File: src/rtl/wdw_pkg.sv
// Package: shared register addresses and field positions for the windowed watchdog.
// Assumes the counter is 7 bits and the timebase field is 2 bits wide (defaults of wdw_top).
package wdw_pkg;
    typedef enum logic [1:0] {
        REG_CTRL = 2'd0,
        REG_CFG  = 2'd1,
        REG_STAT = 2'd2,
        REG_NONE = 2'd3
    } wdw_reg_e;

    localparam int STAT_FLAG_BIT = 0;
endpackage

File: src/rtl/wdw_tickgen.sv
// Module: wdw_tickgen
// Produces a one-cycle tick every PRESCALE * 2^tb_sel cycles while run is high and
// freeze is low. restart clears both stages. Assumes PRESCALE >= 2.
module wdw_tickgen #(
    parameter int PRESCALE = 4096,
    parameter int TB_W     = 2
) (
    input  logic            clk,
    input  logic            rst_n,
    input  logic            restart,
    input  logic            run,
    input  logic            freeze,
    input  logic [TB_W-1:0] tb_sel,
    output logic            tick
);
    localparam int PRE_W = (PRESCALE > 1) ? $clog2(PRESCALE) : 1;
    localparam int DIV_W = (1 << TB_W) - 1;

    logic [PRE_W-1:0] pre_cnt;
    logic [DIV_W-1:0] div_cnt;
    logic [DIV_W:0]   div_lim;
    logic             active;
    logic             pre_last;
    logic             div_last;

    // Decode stage limits and the pause condition.
    always_comb begin
        active   = run && !freeze;
        pre_last = (pre_cnt == PRE_W'(PRESCALE - 1));
        div_lim  = ((DIV_W+1)'(1) << tb_sel) - (DIV_W+1)'(1);
        div_last = ({1'b0, div_cnt} == div_lim);
        tick     = active && pre_last && div_last;
    end

    // Advance the fixed prescaler, then the selectable divider.
    always_ff @(posedge clk) begin
        if (!rst_n || restart) begin
            pre_cnt <= '0;
            div_cnt <= '0;
        end else if (active) begin
            if (pre_last) begin
                pre_cnt <= '0;
                div_cnt <= div_last ? '0 : div_cnt + DIV_W'(1);
            end else begin
                pre_cnt <= pre_cnt + PRE_W'(1);
            end
        end
    end
endmodule

File: src/rtl/wdw_counter.sv
// Module: wdw_counter
// The down-counter. A load wins over a tick. It flags the step into the warning
// value (MSB-only) and the step out of it (expiry). Assumes tick is only given while enabled.
module wdw_counter #(
    parameter int CNT_W = 7
) (
    input  logic             clk,
    input  logic             rst_n,
    input  logic             load,
    input  logic [CNT_W-1:0] load_val,
    input  logic             tick,
    output logic [CNT_W-1:0] cnt,
    output logic             ew_set,
    output logic             expire
);
    localparam logic [CNT_W-1:0] WARN_VAL = CNT_W'(1) << (CNT_W - 1);

    logic dec;

    // Classify the current step.
    always_comb begin
        dec    = tick && !load;
        ew_set = dec && (cnt == WARN_VAL + CNT_W'(1));
        expire = dec && (cnt == WARN_VAL);
    end

    // Load or decrement the counter.
    always_ff @(posedge clk) begin
        if (!rst_n)      cnt <= '1;
        else if (load)   cnt <= load_val;
        else if (dec)    cnt <= cnt - CNT_W'(1);
    end
endmodule

File: src/rtl/wdw_top.sv
// Module: wdw_top
// Windowed watchdog: register decode, sticky enable, window and reload checks,
// early-warning flag and reset request. Assumes DATA_W >= CNT_W + TB_W + 1.
module wdw_top
    import wdw_pkg::*;
#(
    parameter int PRESCALE = 4096,
    parameter int CNT_W    = 7,
    parameter int TB_W     = 2,
    parameter int DATA_W   = 16
) (
    input  logic              clk,
    input  logic              rst_n,
    input  logic              freeze,
    input  logic              bus_we,
    input  logic [1:0]        bus_addr,
    input  logic [DATA_W-1:0] bus_wdata,
    output logic [DATA_W-1:0] bus_rdata,
    output logic              rst_req,
    output logic              ew_irq
);
    localparam int EN_BIT  = CNT_W;
    localparam int TB_LSB  = CNT_W;
    localparam int EWI_BIT = CNT_W + TB_W;

    logic             en;
    logic [CNT_W-1:0] win;
    logic [TB_W-1:0]  tb;
    logic             ewi_en;
    logic             flag;
    logic [CNT_W-1:0] cnt;
    logic             tick;
    logic             ew_set;
    logic             expire;
    logic             ctrl_wr;
    logic             cfg_wr;
    logic             stat_wr;
    logic             start;
    logic             en_after;
    logic             violation;

    // Decode writes and the reload-legality checks.
    always_comb begin
        ctrl_wr   = bus_we && (bus_addr == REG_CTRL);
        cfg_wr    = bus_we && (bus_addr == REG_CFG);
        stat_wr   = bus_we && (bus_addr == REG_STAT);
        start     = ctrl_wr && bus_wdata[EN_BIT] && !en;
        en_after  = en || (ctrl_wr && bus_wdata[EN_BIT]);
        violation = ctrl_wr && ((en && (cnt > win)) ||
                                (en_after && !bus_wdata[CNT_W-1]));
    end

    // Sticky enable: set by software, cleared only by reset.
    always_ff @(posedge clk) begin
        if (!rst_n)     en <= 1'b0;
        else if (start) en <= 1'b1;
    end

    // Configuration register fields.
    always_ff @(posedge clk) begin
        if (!rst_n) begin
            win    <= '1;
            tb     <= '0;
            ewi_en <= 1'b0;
        end else if (cfg_wr) begin
            win    <= bus_wdata[CNT_W-1:0];
            tb     <= bus_wdata[TB_LSB +: TB_W];
            ewi_en <= bus_wdata[EWI_BIT];
        end
    end

    // Early-warning flag: set by hardware, cleared by writing zero.
    always_ff @(posedge clk) begin
        if (!rst_n)                                   flag <= 1'b0;
        else if (ew_set)                              flag <= 1'b1;
        else if (stat_wr && !bus_wdata[STAT_FLAG_BIT]) flag <= 1'b0;
    end

    // Single-cycle reset request on expiry or on an illegal reload.
    always_ff @(posedge clk) begin
        if (!rst_n) rst_req <= 1'b0;
        else        rst_req <= expire || violation;
    end

    // Drive the interrupt output.
    always_comb ew_irq = flag && ewi_en;

    // Read mux with live values.
    always_comb begin
        bus_rdata = '0;
        case (bus_addr)
            REG_CTRL: bus_rdata[CNT_W:0] = {en, cnt};
            REG_CFG:  bus_rdata[EWI_BIT:0] = {ewi_en, tb, win};
            REG_STAT: bus_rdata[STAT_FLAG_BIT] = flag;
            default:  bus_rdata = '0;
        endcase
    end

    wdw_tickgen #(.PRESCALE(PRESCALE), .TB_W(TB_W)) u_tick (
        .clk(clk), .rst_n(rst_n), .restart(start), .run(en),
        .freeze(freeze), .tb_sel(tb), .tick(tick)
    );

    wdw_counter #(.CNT_W(CNT_W)) u_cnt (
        .clk(clk), .rst_n(rst_n), .load(ctrl_wr), .load_val(bus_wdata[CNT_W-1:0]),
        .tick(tick), .cnt(cnt), .ew_set(ew_set), .expire(expire)
    );
endmodule

File: config.mk
export PLATFORM = sky130hd
export DESIGN_NAME = wdw_top
export DESIGN_NICKNAME = d
export VERILOG_FILES = /design/src/rtl/wdw_pkg.sv /design/src/rtl/wdw_tickgen.sv /design/src/rtl/wdw_counter.sv /design/src/rtl/wdw_top.sv
export SDC_FILE = /design/constraint.sdc
export NUM_CORES = 1
export LEC_CHECK = 0
export BUFFER_PORTS_ARGS = -buffer_cell sky130_fd_sc_hd__clkbuf_2
export CAP_MARGIN = 0
export CORE_MARGIN = 2
export CORE_UTILIZATION = 56
export DETAILED_ROUTE_END_ITERATION = 10
export PLACE_DENSITY = 0.82
export SETUP_SLACK_MARGIN = 0.3
export SLEW_MARGIN = 40
export SYNTH_ARGS = -nofsm -noshare
export SYNTH_HDL_FRONTEND = slang
export SYNTH_HIERARCHICAL = 1
export SYNTH_SLANG_ARGS = --single-unit
File: constraint.sdc
create_clock -name clk -period 3.2 [get_ports clk]
set_input_delay 0.32 -clock clk [delete_from_list [all_inputs] [get_ports clk]]
set_output_delay 0.32 -clock clk [all_outputs]
set_load 0.02 [all_outputs]
==> results.txt <==
CTS root buffer - clkbuf_8
Hold Vio Cnt, Final - 0
reg2reg setup slack - 520 ps
fin. max-slew vios - 0
num rows - 22
share of cells above drive strength 1 - 22.4%
DRT Pass-1 Iters - 4
HPWL Detailed - 3.14 mm
achievable frequency - 0.373 GHz
Max-slew headroom - 63.7%
Clock transition at path regs - 80 ps
PwrDens - 405 nW/um^2
final net count - 314
RSZ-0062 raised after global routing - false
Worst EP required - 3400 ps
Routed Antenna Nets - 0
Async SR Flop Fraction - 0%
CTS sink cnt - 35
Die Ht - 66.7 um
setup_tns - 0 ps
most frequent cell after synthesis - dfxtp_1
CTS tree - yes
final hold slack - 253 ps
final period utilization - 83.8%
WL/cell - 13.2 um
synthesized instance count - 251
Layout Skew - 13.1 ps
sequential fraction of the synthesis area - 31.8%
cts bufs inserted - 5
top cell type's share of synthesized area - 31.8%
Crit. End Element - register
Worst Max-Slew Pin Slew - 545 ps
core box area - 3720 um^2
RePlAce Congestion - 0.806
maximum buffer depth of the clock tree - 2
Vias - 1854
final setup vio count - 0
Post-Route WL - 4.33 mm
Synth Register Bits - 35
VDD IR-drop max - 0.000260 V
Total Power - 0.000988 W
EDFF count, synth - 0
Crit Path Category - register to register
area grow syn2layout - 10.9%
post-synth top area cell - dfxtp_1
DRT iter0 DRCs - 142
Synth Flop Type - dfxtp_1
Die Wd - 66.7 um
Worst path slowest cell - or4_4
Reg2Reg Depth - 7
IO Port Bufs - 27
worst path bufs/invs - 0
initial antenna violation count - 0
Via-to-Cell Ratio - 5.64
leakage - 1.05 nW
Area contributors post-synth - dfxtp_1, ha_1, nand2_1, mux2i_1, nor2_1
syn avg cell area - 8.77 um^2
first-pass GRT wire length - 7.33 mm
max capacitance violation total - 0
HP Class - input port to register
status - finished clean
Antenna Cells - 0
Levels on crit path - 7
critical path arrival - 2880 ps
CP Launch Type - register
I/O Pins - 40
largest net degree at the start of global routing - 28
Cell Chain, Critical Path - ha_1, nand4b_1, or4_4, a21oi_2, or4b_4, o311a_1, a311oi_1
Mapped Area - 2200 um^2
GRT Util Overall - 21.5%
Initial Util - 59.2%
die area - 4450 um^2
vias in the first global route - 1732
# DRC - 0
Max H-tree Level - 2
latest clock arrival within the worst-skew pair - 290 ps
synth cell count leaders - dfxtp_1, nand2_1, nor2_1
YS warnings - 6
fin crit period - 2680 ps
Yosys cell types - 58
cell family with most CP delay - simple AND/OR/NAND/NOR gates
Worst path max stage delay - 600 ps
gr ovfl total - 0
CP max FO - 6
Hold Path Stages - 3
## report_power, final
part / internal [W] / leakage (nW) / switching, W / total, W
combinational: 0.0000473 / 0.708 / 0.0000757 / 0.000123
sequential: 0.000445 / 0.285 / 0.00000961 / 0.000455
clock: 0.000252 / 0.0612 / 0.000157 / 0.000409
total: 0.000745 / 1.05 / 0.000243 / 0.000988
## kinds of logic (layout without fill, tap and decap cells)
| logic type | Yosys count | count (layout) | synth area share, % |
|---|---|---|---|
| AO/OA/AOI/OAI | 41 | 41 | 13.3 |
| other | 1 | 6 | 0.170 |
| AND/OR/NAND/NOR | 113 | 113 | 30.5 |
| multiplexers | 10 | 10 | 4.61 |
| adder cells (fa/ha/maj) | 12 | 12 | 6.82 |
| XOR/XNOR | 11 | 11 | 4.38 |
| buffers and inverters | 28 | 53 | 8.36 |
| flip-flops | 35 | 35 | 31.8 |
## registers in the layout (all words and copies together) (netlist names)
name / flops
u_tick/div_cnt: 3
u_tick/pre_cnt: 12
en: 1
rst_req: 1
u_cnt/cnt: 7
tb: 2
flag: 1
win: 7
ewi_en: 1
## final cells by class
cell class | count | area (um^2)
Clock inverter | 2 | 35.0
Clock buffer | 6 | 82.6
Tap cell | 48 | 60.1
Sequential cell | 35 | 702
Timing Repair Buffer | 32 | 173
Multi-Input combinational cell | 193 | 1340
Inverter | 13 | 48.8
Fill cell | 311 | 1270
## per-stage QoR
step | utilization, % | cells | setup WS, ps | area [um^2]
5_1_grt | 65.7 | 329 | 344 | 2440
2_1_floorplan | - | 256 | 484 | 2220
3_5_place_dp | 62.0 | 319 | 358 | 2300
3_3_place_gp | 62.0 | 319 | 426 | 2300
4_1_cts | 65.1 | 327 | 352 | 2420
6_report | 65.7 | 329 | 520 | 2440
## worst register-to-register path, cell delays in order, from the launching register on
cell and delay [ps]:
dfxtp_2 380, ha_1 220, nand4b_1 200, or4_4 600, a21oi_2 160, or4b_4 500
o311a_1 310, a311oi_1 240
## metal layers
layer  global-route usage, %  part of all wire, %
met2                    37.5                   48
met4                    6.63                  1.1
met3                    5.57                  5.1
met1                    25.6                   46
met5                       0                    0
## timing repair
item                                    4_1_cts  5_1_grt
setup buffers                                 0        2
endpoints found under the setup margin        0        1
gates resized for setup                       0        2
hold buffers                                  0        0
## worst paths after layout
path | from | end
worst max-delay path | u_tick/pre_cnt[0] | u_cnt/cnt[5]
worst min-delay path | bus_wdata[3] | win[3]
worst max register to register | u_tick/pre_cnt[0] | u_cnt/cnt[5]
worst min register to register | ewi_en | ewi_en
## cells in the final DEF, fill, tap and decap left out, types with 2 or more instances in the layout
master    instances
o21ai_1           2
a21oi_1          11
o211ai_2          6
dfxtp_1          34
nand3b_1          4
nor3_1            4
and2_1            4
and3_1            2
nor2b_1           9
ha_1             12
nand4_1           8
nor4_1            3
mux2i_1           9
xor2_1            8
clkbuf_8          6
nand2_1          25
clkbuf_2         27
nand2_2           4
a311oi_1          2
xnor2_1           3
nand3_1           2
and4_1            4
conb_1            6
and3b_1           4
nand3_2           2
nor2_1           22
buf_4             5
a21boi_1          3
o21ai_0           6
inv_1            13
No activity file was read; power rests on OpenSTA's default activity.
